==> src/rtl/cmov_pkg.sv <==
package cmov_pkg;

    localparam int ILEN   = 32;
    localparam int IMM_W  = 5;
    localparam int REG_W  = 5;
    localparam int CREG_W = 3;

    localparam logic [6:0] OPC_CMOV = 7'b1011011;
    localparam logic [1:0] SEL_REG  = 2'b00;
    localparam logic [1:0] SEL_IMM  = 2'b10;

    // compressed fixed fields
    localparam logic [1:0] C_QUAD   = 2'b10;
    localparam logic [2:0] C_TOP    = 3'b101;
    localparam logic [2:0] C_MID    = 3'b011;
    localparam logic [1:0] C_LOW    = 2'b00;

    typedef enum logic [2:0] {
        COND_EQ  = 3'b000,
        COND_NE  = 3'b001,
        COND_LT  = 3'b100,
        COND_GE  = 3'b101,
        COND_LTU = 3'b110,
        COND_GEU = 3'b111
    } cond_e;

    typedef enum logic [1:0] {
        FORM_REG,
        FORM_IMM,
        FORM_CZ,
        FORM_NONE
    } form_e;

    typedef struct packed {
        logic             legal;
        form_e            form;
        cond_e            cond;
        logic [REG_W-1:0] rd;
        logic [IMM_W-1:0] imm;
    } dec_t;

    function automatic logic cond_is_unsigned(cond_e c);
        return (c == COND_LTU) || (c == COND_GEU);
    endfunction

    function automatic logic code_is_defined(logic [2:0] code);
        return (code != 3'b010) && (code != 3'b011);
    endfunction

    function automatic logic [REG_W-1:0] creg_to_reg(logic [CREG_W-1:0] r);
        return {2'b01, r};
    endfunction

endpackage

==> src/rtl/cmov_decode.sv <==
module cmov_decode
    import cmov_pkg::*;
(
    input  logic [ILEN-1:0] instr,
    output dec_t            dec
);

    logic             wide;
    logic [6:0]       opc;
    logic [1:0]       sel;
    logic [2:0]       code;
    logic [REG_W-1:0] f_rd, f_rs1, f_rs2, f_rs3;
    logic             ok_opc, ok_sel, ok_code, ok_regs, ok_wide, ok_cz;

    assign wide  = (instr[1:0] == 2'b11);
    assign opc   = instr[6:0];
    assign f_rd  = instr[11:7];
    assign code  = instr[14:12];
    assign f_rs1 = instr[19:15];
    assign f_rs2 = instr[24:20];
    assign sel   = instr[26:25];
    assign f_rs3 = instr[31:27];

    assign ok_opc  = (opc == OPC_CMOV);
    assign ok_sel  = (sel == SEL_REG) || (sel == SEL_IMM);
    assign ok_code = code_is_defined(code);
    assign ok_regs = (f_rd != '0) && (f_rs1 != '0) && (f_rs3 != '0) &&
                     ((sel == SEL_IMM) || (f_rs2 != '0));
    assign ok_wide = ok_opc && ok_sel && ok_code && ok_regs;

    assign ok_cz = (instr[1:0] == C_QUAD) && (instr[15:13] == C_TOP) &&
                   (instr[12:10] == C_MID) && (instr[6:5] == C_LOW);

    always_comb begin
        dec.legal = 1'b0;
        dec.form  = FORM_NONE;
        dec.cond  = COND_EQ;
        dec.rd    = '0;
        dec.imm   = '0;
        if (wide) begin
            if (ok_wide) begin
                dec.legal = 1'b1;
                dec.form  = (sel == SEL_IMM) ? FORM_IMM : FORM_REG;
                dec.cond  = cond_e'(code);
                dec.rd    = f_rd;
                dec.imm   = f_rs2;
            end
        end else if (ok_cz) begin
            dec.legal = 1'b1;
            dec.form  = FORM_CZ;
            dec.cond  = COND_EQ;
            dec.rd    = creg_to_reg(instr[4:2]);
        end
    end

endmodule

==> src/rtl/cmov_compare.sv <==
module cmov_compare
    import cmov_pkg::*;
#(
    parameter int XLEN = 32
) (
    input  cond_e            cond,
    input  logic             use_imm,
    input  logic [IMM_W-1:0] imm,
    input  logic [XLEN-1:0]  lhs,
    input  logic [XLEN-1:0]  rhs_reg,
    output logic             hit
);

    localparam int PAD = XLEN - IMM_W;

    logic [XLEN-1:0] imm_ext;
    logic [XLEN-1:0] rhs;
    logic            eq, lt_s, lt_u;

    assign imm_ext = cond_is_unsigned(cond) ? {{PAD{1'b0}}, imm}
                                            : {{PAD{imm[IMM_W-1]}}, imm};
    assign rhs  = use_imm ? imm_ext : rhs_reg;
    assign eq   = (lhs == rhs);
    assign lt_s = ($signed(lhs) < $signed(rhs));
    assign lt_u = (lhs < rhs);

    always_comb begin
        unique case (cond)
            COND_EQ:  hit = eq;
            COND_NE:  hit = !eq;
            COND_LT:  hit = lt_s;
            COND_GE:  hit = !lt_s;
            COND_LTU: hit = lt_u;
            COND_GEU: hit = !lt_u;
            default:  hit = 1'b0;
        endcase
    end

endmodule

==> src/rtl/cmov_unit.sv <==
module cmov_unit
    import cmov_pkg::*;
#(
    parameter int XLEN = 32
) (
    input  logic             clk,
    input  logic             rst,
    input  logic             in_valid,
    input  logic [ILEN-1:0]  in_instr,
    input  logic [XLEN-1:0]  op_rs1,
    input  logic [XLEN-1:0]  op_rs2,
    input  logic [XLEN-1:0]  op_rs3,
    input  logic [XLEN-1:0]  op_rd,
    output logic             out_valid,
    output logic             out_illegal,
    output logic [REG_W-1:0] out_rd_idx,
    output logic [XLEN-1:0]  out_wdata,
    output logic             out_we
);

    dec_t            dec;
    logic            is_cz;
    logic [XLEN-1:0] cmp_lhs, cmp_rhs, move_val;
    logic            hit;

    cmov_decode u_dec (
        .instr (in_instr),
        .dec   (dec)
    );

    // compressed zero test reuses the comparator as "op_rd == 0"
    assign is_cz    = (dec.form == FORM_CZ);
    assign cmp_lhs  = is_cz ? op_rd : op_rs1;
    assign cmp_rhs  = is_cz ? '0    : op_rs2;
    assign move_val = is_cz ? op_rs1 : op_rs3;

    cmov_compare #(.XLEN(XLEN)) u_cmp (
        .cond    (dec.cond),
        .use_imm (dec.form == FORM_IMM),
        .imm     (dec.imm),
        .lhs     (cmp_lhs),
        .rhs_reg (cmp_rhs),
        .hit     (hit)
    );

    always_ff @(posedge clk) begin
        if (rst) begin
            out_valid   <= 1'b0;
            out_illegal <= 1'b0;
            out_we      <= 1'b0;
            out_rd_idx  <= '0;
            out_wdata   <= '0;
        end else begin
            out_valid <= in_valid;
            if (in_valid) begin
                out_illegal <= !dec.legal;
                out_we      <= dec.legal && hit;
                out_rd_idx  <= dec.legal ? dec.rd : '0;
                out_wdata   <= dec.legal ? move_val : '0;
            end else begin
                out_illegal <= 1'b0;
                out_we      <= 1'b0;
            end
        end
    end

endmodule

==> config.mk <==
export PLATFORM = sky130hd
export DESIGN_NAME = cmov_unit
export DESIGN_NICKNAME = d
export VERILOG_FILES = /design/src/rtl/cmov_pkg.sv /design/src/rtl/cmov_decode.sv /design/src/rtl/cmov_compare.sv /design/src/rtl/cmov_unit.sv
export SDC_FILE = /design/constraint.sdc
export NUM_CORES = 1
export LEC_CHECK = 0
export ABC_AREA = 1
export BUFFER_PORTS_ARGS = -buffer_cell sky130_fd_sc_hd__buf_4
export CAP_MARGIN = 30
export CORE_UTILIZATION = 35
export DETAILED_ROUTE_END_ITERATION = 8
export GPL_TIMING_DRIVEN = 0
export PLACE_DENSITY = 0.69
export SETUP_SLACK_MARGIN = 0.1
export SYNTH_ARGS = -nofsm -noshare
export SYNTH_HDL_FRONTEND = slang
export SYNTH_SLANG_ARGS = --single-unit
==> constraint.sdc <==
create_clock -name clk -period 3.23 [get_ports clk]
set_input_delay 0.646 -clock clk [delete_from_list [all_inputs] [get_ports clk]]
set_output_delay 0.646 -clock clk [all_outputs]
set_load 0.01 [all_outputs]
==> results by group, run 1 <==
Status
  • Status: complete, no violations

Synthesis
  • Top cell type's share of synthesized area: 23.1%
  • Area contributors post-synth: dfxtp_1 (23%), nand2_1 (18%), ha_1 (12%)
  • Async S/R FF share, synth: 0%
  • Netlist cell types: 37
  • EDFF count, synth: 0
  • Register area share after synthesis: 23.1%
  • Seq cells post-synth: 40
  • Post-Syn Instances: 511
  • Cell Area, Synth: 3470 um^2
  • Avg Inst Size Synth: 6.79 um^2
  • Post-synth top area cell: dfxtp_1
  • Synth warn: 0
  • Syn Nets: 706
  • Top FF cell, synth: dfxtp_1

Timing
  • Endpoints failing setup: 0
  • Final Max Tran Viols: 0
  • Final min period: 3.07 ns
  • Tightest Pin Transition: 0.615 ns
  • RSZ-0062 raised after global routing: true
  • Final setup margin: 0.160 ns
  • Final hold violations: 0
  • Layout Skew: 0 ns
  • Max Clock Freq: 326 MHz
  • Fin crit share: 95.0%
  • Rel. slew slack: 59.0%

Finish
  • Layout cells sized above 1: 42.4%
  • Syn-to-layout area delta: 64.9%
  • Cell area after layout: 5720 um^2
  • Number of fill cells in the layout: 924
  • Final nets: 929
  • Post-Layout Cell Count: 864
  • Ant diodes: 0

Floorplanning
  • I/O Pins: 203
  • Die W: 102 um
  • Die area: 10300 um^2
  • Num rows: 35
  • Initial core utilization: 36.8%
  • Die Y: 102 um
  • Core ar.: 9420 um^2

Power and ir drop
  • Power Density: 239 nW/um^2
  • Pint: 0.992 mW
  • Leak: 3.06 nW
  • Final total power: 1.37 mW
  • Maximum VDD drop: 0.170 mV
  • Switching share of power: 27.3%
  • Sw power: 0.373 mW
  • Comb pwr share: 29.2%
  • Clock Power Share: 34.5%
  • Sequential share of power: 36.4%

Routing
  • Post-DR vias/cell: 4.87
  • Initial drt markers: 104
  • Drt pass-1 iters: 4
  • WL/cell: 14.7 um
  • Final WL: 12.7 mm
  • Post-route ant nets: 0
  • DR vias: 4211
  • Residual DRC count: 0

Clock tree
  • Clock Root Buffer: clkbuf_8
  • Deepest clock path buffer count: 2
  • Num CTS Buffers: 5
  • Hold buffer count at cts: 0
  • Clk slew on worst S/H paths: 0.10 ns
  • Worst skew pair latency: 0.29 ns
  • Clock sinks: 40
  • TritonCTS clock tree: yes
  • Htree depth: 2

Global routing
  • GRT Total Usage: 24.5%
  • Gr ovfl total: 0
  • Largest net degree at the start of global routing: 13
  • Global-route wire length before repair: 19.8 mm
  • Initial antenna violation count: 0
  • Vias in the first global route: 4142

Critical path
  • Critical Path Fanout Max: 5
  • Register-to-register path setup slack: 2.55 ns
  • Critical path data arrival time: 3.28 ns
  • Worst Setup EP: out_we
  • Critical Path Start Type: primary input
  • Reg2Reg Launch Point: out_rd_idx[3]
  • R2r worst-path depth: 2
  • Worst Setup End Kind: register
  • Critical path class: primary input to register
  • CP Launch Point: in_instr[23]
  • Data required time of the critical path: 3.44 ns
  • Worst reg2reg endpoint: out_rd_idx[3]

Placement
  • HPWL Detailed: 10.1 mm
  • IO buf count: 201
  • Placed Instances: 841
  • Dpl ws: -0.492 ns
  • Placer Congestion: 0.860
  • Placed inst area: 5150 um^2

Job
  • Max-cap violation count: 0

Min path
  • Hold depth: 2
  • HP Class: register to register
[through the flow]
| step | util, % | hold WS, ns | setup TNS (ns) |
|---|---|---|---|
| final | 60.7 | 0.471 | 0 |
| after global routing | 60.7 | 0.506 | -0.111 |
| after CTS | 59.3 | 0.471 | -0.0232 |
| after detailed placement | 54.7 | 0.458 | -0.492 |
| after global placement | 54.7 | 0.456 | -0.432 |
| after floorplan | - | 0.481 | 0 |
[state kept, by name, indices dropped and copies added, names as in the netlist]
signal,flops
out_we,1
out_wdata,32
out_valid,1
out_illegal,1
out_rd_idx,5
[cell usage in the layout (no fill, tap or decap), types with 2 or more instances in the layout]
master    count
clkbuf_1      6
ha_4          3
inv_1        18
a22oi_1       2
nand3_4       2
nand2_4       2
o21ai_4       2
nand2_1     153
nand3_1      45
clkbuf_8      7
inv_2         5
buf_6         8
dfxtp_1      40
mux2i_1      32
nor2_4        9
buf_8         2
buf_4       210
nor2_1       18
nand4_1       2
o21ai_0      20
o21a_1        2
clkinv_1      2
buf_2         9
nor2_2        9
o21ai_1      29
nor3_1        3
nand3_2       3
nand2_2       9
o21ai_2      18
ha_1         29
buf_12        6
a21oi_1      17
[what timing repair did]
action                     in CTS  in global routing
resized for setup              26                 61
pin swaps                      26                 37
cloned                          3                  0
buffers inserted               13                  3
setup endpoints to repair       1                  1
[metal layers]
layer	global-route usage (%)	wire, um	vias to the layer above
li1	-	-	2163
met1	30.8	5380	1897
met2	43.3	6430	135
met3	3.38	679	16
met4	7.13	231	0
met5	0	0	-
[final cells by class]
class	instances	area (um^2)	area share, %
Buffer	24	184	3.22
Clock buffer	7	96.3	1.68
Clock inverter	1	30.0	0.525
Inverter	26	105	1.84
Multi-Input combinational cell	419	2610	45.7
Sequential cell	40	801	14.0
Tap cell	129	161	2.82
Timing Repair Buffer	218	1730	30.2
[cells by family (layout without fill, tap and decap cells)]
group,count (synthesis),count (layout),share of synthesized area (%)
mux,32,32,9.24
fa+ha+maj,32,32,11.5
simple gates,257,257,31.6
flops,40,40,23.1
compound gates,98,98,17.5
buf+inv,52,276,7.03
[Yosys cell counts (2+ instances only)]
library cell and number:
nand2_1 162, nand3_1 47, dfxtp_1 40, nor2_1 33, ha_1 32, mux2i_1 32
o21ai_1 27, o21ai_0 22, o21ai_2 20, a21oi_1 19, inv_1 19, buf_2 10
clkbuf_1 9, buf_6 4, inv_2 4, nor3_1 3, a22oi_1 2, buf_1 2
clkinv_1 2, nand3_4 2, nand4_1 2, nor2_2 2, o21a_1 2
[power groups by stage]
stage	registers (mW)	logic, mW	clock network [mW]
after floorplan	0.510	0.155	0
after global placement	0.508	0.357	0
after detailed placement	0.508	0.366	0
after CTS	0.497	0.377	0.484
after global routing	0.497	0.444	0.502
final	0.497	0.398	0.471
[worst max-delay path: stages]
cell and delay (ns):
buf_8 0.10, nor2_4 0.10, nand2_1 0.06, nor2_2 0.15, nor2_4 0.06, nand3_4 0.10, inv_8 0.04, nand3_4 0.06
inv_2 0.05, buf_8 0.11, a31oi_4 0.17, buf_12 0.16, buf_12 0.12, o21ai_2 0.05, ha_1 0.30, nand2_1 0.07
nor2_1 0.14, nand2_2 0.09, nor2_4 0.11, nand2_2 0.07, nor2_2 0.08, nand2_1 0.07, nand3_2 0.06, nand2_1 0.05
nor2_1 0.08, nand3_1 0.09, nand2_1 0.06, inv_1 0.03
[worst min-delay path by stage]
stage                        startpoint            end
after CTS                 out_rd_idx[1]  out_rd_idx[1]
after floorplan           out_rd_idx[1]  out_rd_idx[1]
final                     out_rd_idx[1]  out_rd_idx[1]
after global routing       out_wdata[5]   out_wdata[5]
after global placement    out_wdata[15]  out_wdata[15]
after detailed placement  out_rd_idx[1]  out_rd_idx[1]
No activity file was read; power rests on OpenSTA's default activity.
==> run 2: changes to the inputs <==
--- a/config.mk
+++ b/config.mk
@@ -8,10 +8,10 @@
 export ABC_AREA = 1
 export BUFFER_PORTS_ARGS = -buffer_cell sky130_fd_sc_hd__buf_4
 export CAP_MARGIN = 30
-export CORE_UTILIZATION = 35
+export CORE_UTILIZATION = 40
 export DETAILED_ROUTE_END_ITERATION = 8
 export GPL_TIMING_DRIVEN = 0
-export PLACE_DENSITY = 0.69
+export PLACE_DENSITY = 0.77
 export SETUP_SLACK_MARGIN = 0.1
 export SYNTH_ARGS = -nofsm -noshare
 export SYNTH_HDL_FRONTEND = slang
==> results by group, run 2 (synthesis gave the netlist of run 1 again) <==
Status
  • Status: complete, no violations

Power and ir drop
  • Leak: 3.04 nW (-0.77%)
  • Power Density: 243 nW/um^2 (+1.6%)
  • Final total power: 1.38 mW (+1.2%)
  • Maximum VDD drop: 0.138 mV (-19%)

Clock tree
  • Clock sinks: 40 (unchanged)
  • Num CTS Buffers: 5 (unchanged)
  • Clk slew on worst S/H paths: 0.08 ns (-0.02 ns)
  • Worst skew pair latency: 0.30 ns (about the same)
  • Htree depth: 2 (unchanged)
  • Hold buffer count at cts: 0 (unchanged)
  • Deepest clock path buffer count: 2 (unchanged)
  • TritonCTS clock tree: yes
  • Clock Root Buffer: clkbuf_8

Min path
  • HP Class: register to register

Routing
  • Drt pass-1 iters: 4 (unchanged)
  • Post-route ant nets: 0 (unchanged)
  • DR vias: 4408 (+4.7%)
  • Post-DR vias/cell: 5.25 (+7.7%)
  • WL/cell: 15.2 um (+3.2%)
  • Initial drt markers: 122 (+17%)
  • Final WL: 12.8 mm (+0.33%)
  • Residual DRC count: 0 (unchanged)

Critical path
  • Critical path data arrival time: 3.33 ns (+0.05 ns)
  • Critical Path Fanout Max: 10 (+5)
  • Worst Setup End Kind: register
  • Worst Setup EP: out_we
  • Data required time of the critical path: 3.43 ns (about the same)
  • R2r worst-path depth: 2 (unchanged)
  • Worst reg2reg endpoint: out_rd_idx[4]
  • Critical path class: primary input to register
  • CP Launch Point: in_instr[5]
  • Critical Path Start Type: primary input
  • Reg2Reg Launch Point: out_rd_idx[4]
  • Register-to-register path setup slack: 2.58 ns (+0.03 ns)

Timing
  • Tightest Pin Transition: 0.561 ns (-0.0548 ns)
  • Final Max Tran Viols: 0 (unchanged)
  • Final min period: 3.13 ns (+0.0607 ns)
  • Rel. slew slack: 62.6% (+3.7 points)
  • Final hold violations: 0 (unchanged)
  • Fin crit share: 96.9% (+1.9 points)
  • Max Clock Freq: 319 MHz (-1.9%)
  • RSZ-0062 raised after global routing: true
  • Endpoints failing setup: 0 (unchanged)
  • Layout Skew: 0 ns (unchanged)

Floorplanning
  • Initial core utilization: 41.8% (+5.0 points)
  • Num rows: 33 (-5.7%)
  • I/O Pins: 203 (unchanged)
  • Core ar.: 8300 um^2 (-12%)
  • Die Y: 95.1 um (-6.3%)
  • Die area: 9050 um^2 (-12%)
  • Die W: 95.1 um (-6.3%)

Finish
  • Most frequent cells in the layout: buf_4 (208), nand2_1 (151), nand3_1 (43), dfxtp_1 (40), mux2i_1 (32)
  • Reg with most FFs: out_wdata
  • Syn-to-layout area delta: 64.2%
  • Most common cell after layout, fill and taps aside: buf_4
  • Post-Layout Cell Count: 840 (-2.8%)
  • Largest registers: out_wdata (32), out_rd_idx (5)
  • Max reg flops: 32 (unchanged)
  • Final core occ: 68.6% (+7.9 points)
  • Final nets: 929 (unchanged)
  • Ant diodes: 0 (unchanged)
  • Layout cells sized above 1: 44.5% (+2.0 points)

Global routing
  • M1 GR Usage: 33.0% (+2.2 points)
  • Largest net degree at the start of global routing: 13 (unchanged)
  • Top Usage Layer GRT: met2
  • GRT Total Usage: 26.9% (+2.4 points)
  • Gr ovfl total: 0 (unchanged)
  • Initial antenna violation count: 0 (unchanged)
  • Vias in the first global route: 4122 (-0.48%)
  • Met3 Usage GRT: 3.43% (+0.047 points)
  • Global-route wire length before repair: 19.1 mm (-3.1%)
  • Met2 Track Usage GR: 48.6% (+5.3 points)

Placement
  • Placer Congestion: 0.818 (-4.9%)
  • Placed Instances: 817 (-2.9%)
  • HPWL Detailed: 9.85 mm (-2.9%)
  • IO buf count: 201 (unchanged)

Job
  • Max-cap violation count: 0 (unchanged)
[run 2: where the power goes]
part / internal [mW] / switching (mW) / leakage [nW]
sequential: 0.496 / 0.00117 / 0.323
combinational: 0.226 / 0.185 / 2.65
clock: 0.273 / 0.201 / 0.0645
[run 2: through the flow]
step	area, um^2	worst slack, ns	setup TNS [ns]	hold WS [ns]
after detailed placement	5120	-0.470	-0.470	0.461
after global placement	5120	-0.384	-0.384	0.455
after CTS	5480	0.0431	0	0.473
after floorplan	3480	0.106	0	0.481
final	5690	0.0992	0	0.473
after global routing	5690	-0.0585	-0.0585	0.503
[run 2: worst max-delay path: stages]
cell and delay [ns]:
buf_4 0.12, nor2_2 0.11, nand3_2 0.10, nor2_4 0.16
nand3_4 0.12, inv_8 0.07, nand3_4 0.07, inv_2 0.07
buf_6 0.11, a31oi_4 0.08, buf_12 0.15, buf_12 0.14
o21ai_2 0.05, ha_1 0.25, a21oi_1 0.21, o21ai_0 0.15
a21oi_2 0.16, nand2_1 0.10, nand2_2 0.14, a21oi_1 0.08
nor2_1 0.10, nand3_1 0.07, nand2_1 0.06, inv_1 0.03
[run 2: repair_timing]
action / CTS / global route
hold endpoints to repair: 0 / 0
cloned: 1 / 0
setup buffers: 11 / 5
resized for setup: 29 / 71
pin swaps: 26 / 40
setup endpoints to repair: 1 / 1
[run 2: cell type report]
| cell class | count | area [um^2] |
|---|---|---|
| sequential | 40 | 801 |
| clock buffer | 7 | 96.3 |
| clock inverter | 1 | 30.0 |
| timing repair buffer | 217 | 1700 |
| multi-input combinational | 419 | 2640 |
| inverter | 26 | 108 |
| buffer | 25 | 186 |
| tap | 105 | 131 |
| fill | 715 | 2610 |
[run 2: metal layers]
metal,routed length (um),share of wire [%]
met1,5180,41
met2,6620,52
met3,712,5.6
met4,252,2.0
met5,0,0
[run 2: worst min-delay path by stage]
stage                        from            end  cells after the start
global route        out_rd_idx[1]  out_rd_idx[1]                      2
CTS                 out_wdata[15]  out_wdata[15]                      2
global placement    out_rd_idx[1]  out_rd_idx[1]                      2
finish              out_rd_idx[1]  out_rd_idx[1]                      2
floorplan           out_rd_idx[1]  out_rd_idx[1]                      2
detailed placement  out_wdata[15]  out_wdata[15]                      2
==> run 3: changes to the inputs <==
--- a/config.mk
+++ b/config.mk
@@ -5,10 +5,10 @@
 export SDC_FILE = /design/constraint.sdc
 export NUM_CORES = 1
 export LEC_CHECK = 0
-export ABC_AREA = 1
+export ABC_AREA = 0
 export BUFFER_PORTS_ARGS = -buffer_cell sky130_fd_sc_hd__buf_4
 export CAP_MARGIN = 30
-export CORE_UTILIZATION = 40
+export CORE_UTILIZATION = 39
 export DETAILED_ROUTE_END_ITERATION = 8
 export GPL_TIMING_DRIVEN = 0
 export PLACE_DENSITY = 0.77
==> results by group, run 3 <==
Synthesis
  • Top FF cell, synth: dfxtp_1
  • Post-Syn Instances: 430 (-16%)
  • Syn Nets: 625 (-11%)
  • Cell Area, Synth: 3240 um^2 (-6.6%)
  • Complex-gate fraction of the synthesized area: 20.6% (+3.1 points)
  • Most common cell in the synthesized netlist: nand2_1
  • Synth Area in XOR/XNOR: 0.811% (+0.81 points)
  • Top cell type's share of synthesized area: 24.7% (+1.6 points)
  • Post-synth top area cell: dfxtp_1
  • EDFF count, synth: 0 (unchanged)
  • Commonest cells post-synth: nand2_1 (140), o21ai_0 (44), dfxtp_1 (40)
  • Simple logic cell fraction of the synthesized area: 25.3% (-6.2 points)
  • Largest family of logic cells by synthesized area: simple AND/OR/NAND/NOR gates
  • Seq cells post-synth: 40 (unchanged)
  • Async S/R FF share, synth: 0% (unchanged)
  • Synth warn: 0 (unchanged)
  • Adder-Cell Fraction of Synth Area: 12.4% (+0.82 points)
  • Register area share after synthesis: 24.7% (+1.6 points)
  • Area contributors post-synth: dfxtp_1 (25%), nand2_1 (16%), ha_1 (12%)
  • Avg Inst Size Synth: 7.53 um^2 (+11%)
  • Netlist cell types: 46 (+24%)
  • Multiplexer share of the synthesized area: 11.6% (+2.4 points)

Routing
  • Top routing layer in use: met4
  • Residual DRC count: 0 (unchanged)
  • WL/cell: 15.8 um (+4.2%)
  • Drt pass-1 iters: 5 (+1)
  • Initial drt markers: 195 (+60%)
  • Final WL: 11.9 mm (-6.5%)
  • DR vias: 4001 (-9.2%)
  • M1 wire length: 4.91 mm (-5.3%)
  • Met3 WL: 707 um (-0.70%)
  • Post-DR vias/cell: 5.31 (+1.1%)
  • Met2 WL: 6.02 mm (-9.0%)
  • Post-route ant nets: 0 (unchanged)

Finish
  • Final nets: 846 (-8.9%)
  • Most common cell after layout, fill and taps aside: buf_4
  • Largest registers: out_wdata (32), out_rd_idx (5)
  • Final core occ: 66.1% (-2.5 points)
  • Syn-to-layout area delta: 60.9%
  • Layout cells sized above 1: 42.3% (-2.2 points)
  • Max reg flops: 32 (unchanged)
  • Cell area after layout: 5210 um^2 (-8.5%)
  • Post-Layout Cell Count: 754 (-10%)
  • Ant diodes: 0 (unchanged)
  • Most frequent cells in the layout: buf_4 (213), nand2_1 (140), dfxtp_1 (40), o21ai_0 (36), mux2i_1 (33)
  • Reg with most FFs: out_wdata

Critical path
  • Data required time of the critical path: 3.41 ns (-0.02 ns)
  • Critical Path Fanout Max: 6 (-4)
  • Critical path data arrival time: 4.12 ns (+0.79 ns)
  • Critical Path Start Type: primary input
  • Worst Setup End Kind: register
  • Critical path class: primary input to register

Global routing
  • Vias in the first global route: 3761 (-8.8%)
  • Global-route wire length before repair: 17.7 mm (-7.5%)
  • Largest net degree at the start of global routing: 13 (unchanged)
  • Initial antenna violation count: 0 (unchanged)
  • Gr ovfl total: 0 (unchanged)
  • GRT Total Usage: 26.2% (-0.71 points)

Status
  • Violated checks: setup timing
  • Status: finished with violations

Clock tree
  • Htree depth: 2 (unchanged)
  • Hold buffer count at cts: 0 (unchanged)
  • Clock sinks: 40 (unchanged)
  • TritonCTS clock tree: yes
  • Deepest clock path buffer count: 2 (unchanged)
  • Num CTS Buffers: 5 (unchanged)
  • Clock Root Buffer: clkbuf_8
  • Clk slew on worst S/H paths: 0.08 ns (about the same)
  • Worst skew pair latency: 0.30 ns (about the same)

Timing
  • Fin crit share: 122% (+25 points)
  • Endpoints failing setup: 1 (+1)
  • RSZ-0062 raised after global routing: true
  • Final Max Tran Viols: 0 (unchanged)
  • Hold slack: 0.461 ns (-0.0118 ns)
  • Tightest Pin Transition: 0.772 ns (+0.211 ns)
  • Final hold violations: 0 (unchanged)
  • Rel. slew slack: 48.6% (-14 points)
  • Max Clock Freq: 254 MHz (-20%)
  • Final min period: 3.94 ns (+0.807 ns)
  • Final setup margin: -0.708 ns (-0.807 ns)
  • Layout Skew: 0 ns (unchanged)

Floorplanning
  • Die area: 8670 um^2 (-4.1%)
  • Die Y: 93.1 um (-2.1%)
  • Core ar.: 7890 um^2 (-5.0%)
  • Die W: 93.1 um (-2.1%)
  • Num rows: 32 (-3.0%)
  • Initial core utilization: 41.1% (-0.72 points)
  • I/O Pins: 203 (unchanged)

Placement
  • HPWL Detailed: 9.74 mm (-1.1%)
  • Placer Congestion: 0.811 (-0.84%)
  • Placed inst area: 4890 um^2 (-4.5%)
  • Placed Instances: 733 (-10%)
  • IO buf count: 201 (unchanged)

Power and ir drop
  • Maximum VDD drop: 0.162 mV (+18%)
  • Leak: 2.75 nW (-9.3%)
  • Power Density: 248 nW/um^2 (+2.3%)

Job
  • Max-cap violation count: 0 (unchanged)

Min path
  • HP Class: register to register
run 3: area by class of cell:
cell class,count,area [um^2]
buffer,26,166
timing repair buffer,214,1620
sequential,40,801
clock buffer,6,72.6
multi-input combinational,362,2380
fill,692,2680
clock inverter,2,35.0
inverter,2,7.51
tap,102,128
run 3: kinds of logic (layout without fill, tap and decap cells):
family                     count (synthesis)  in the layout
buffers and inverters                     28            250
muxes                                     37             37
adders and majority gates                 32             32
AOI/OAI and AO/OA                        101            101
xor gates and xnor gates                   3              3
DFF                                       40             40
and+or+nand+nor                          189            189
run 3: power breakdown:
part	switching [mW]	leakage (nW)	internal, mW
combinational	0.152	2.37	0.219
clock	0.195	0.0552	0.230
sequential	0.00159	0.323	0.496
run 3: metal layers:
metal	vias to the layer above	track usage [%]
li1	1958	-
met1	1850	31.8
met2	168	47.1
met3	25	2.76
met4	0	10.4
met5	-	0
run 3: through the flow:
step | total power [mW] | TNS [ns] | worst slack, ns
after detailed placement | 0.854 | -1.33 | -1.33
after global placement | 0.844 | -1.22 | -1.22
after floorplan | 0.649 | -0.801 | -0.801
final | 1.29 | -0.708 | -0.708
after CTS | 1.29 | -0.650 | -0.650
after global routing | 1.36 | -0.854 | -0.854
run 3: worst max-delay path: stages:
cell and delay [ns]:
buf_4 0.11, or4_4 0.54, o31ai_4 0.22, nor4_4 0.09, and2_1 0.15, buf_6 0.13
a21oi_4 0.27, buf_6 0.15, o21ai_1 0.06, ha_1 0.29, nand4_1 0.18, buf_4 0.18
buf_4 0.13, nor4_1 0.32, nand2_1 0.16, nand4_1 0.11, o21ai_0 0.09, a41oi_1 0.21
o2bb2ai_1 0.08
run 3: worst paths after layout:
| check | startpoint | end | slack (ns) | cells after the start |
|---|---|---|---|---|
| worst max-delay path | in_instr[22] | out_we | -0.71 | 19 |
| worst min-delay path | out_wdata[25] | out_wdata[25] | 0.46 | 2 |
| worst max register to register | out_rd_idx[3] | out_rd_idx[3] | 2.56 | 2 |
| worst min register to register | out_wdata[25] | out_wdata[25] | 0.46 | 2 |
run 3: repair_timing:
| item | CTS | global route |
|---|---|---|
| resized for setup | 28 | 4 |
| setup buffers | 12 | 1 |
| pin swaps | 24 | 4 |
| endpoints found under the setup margin | 1 | 1 |
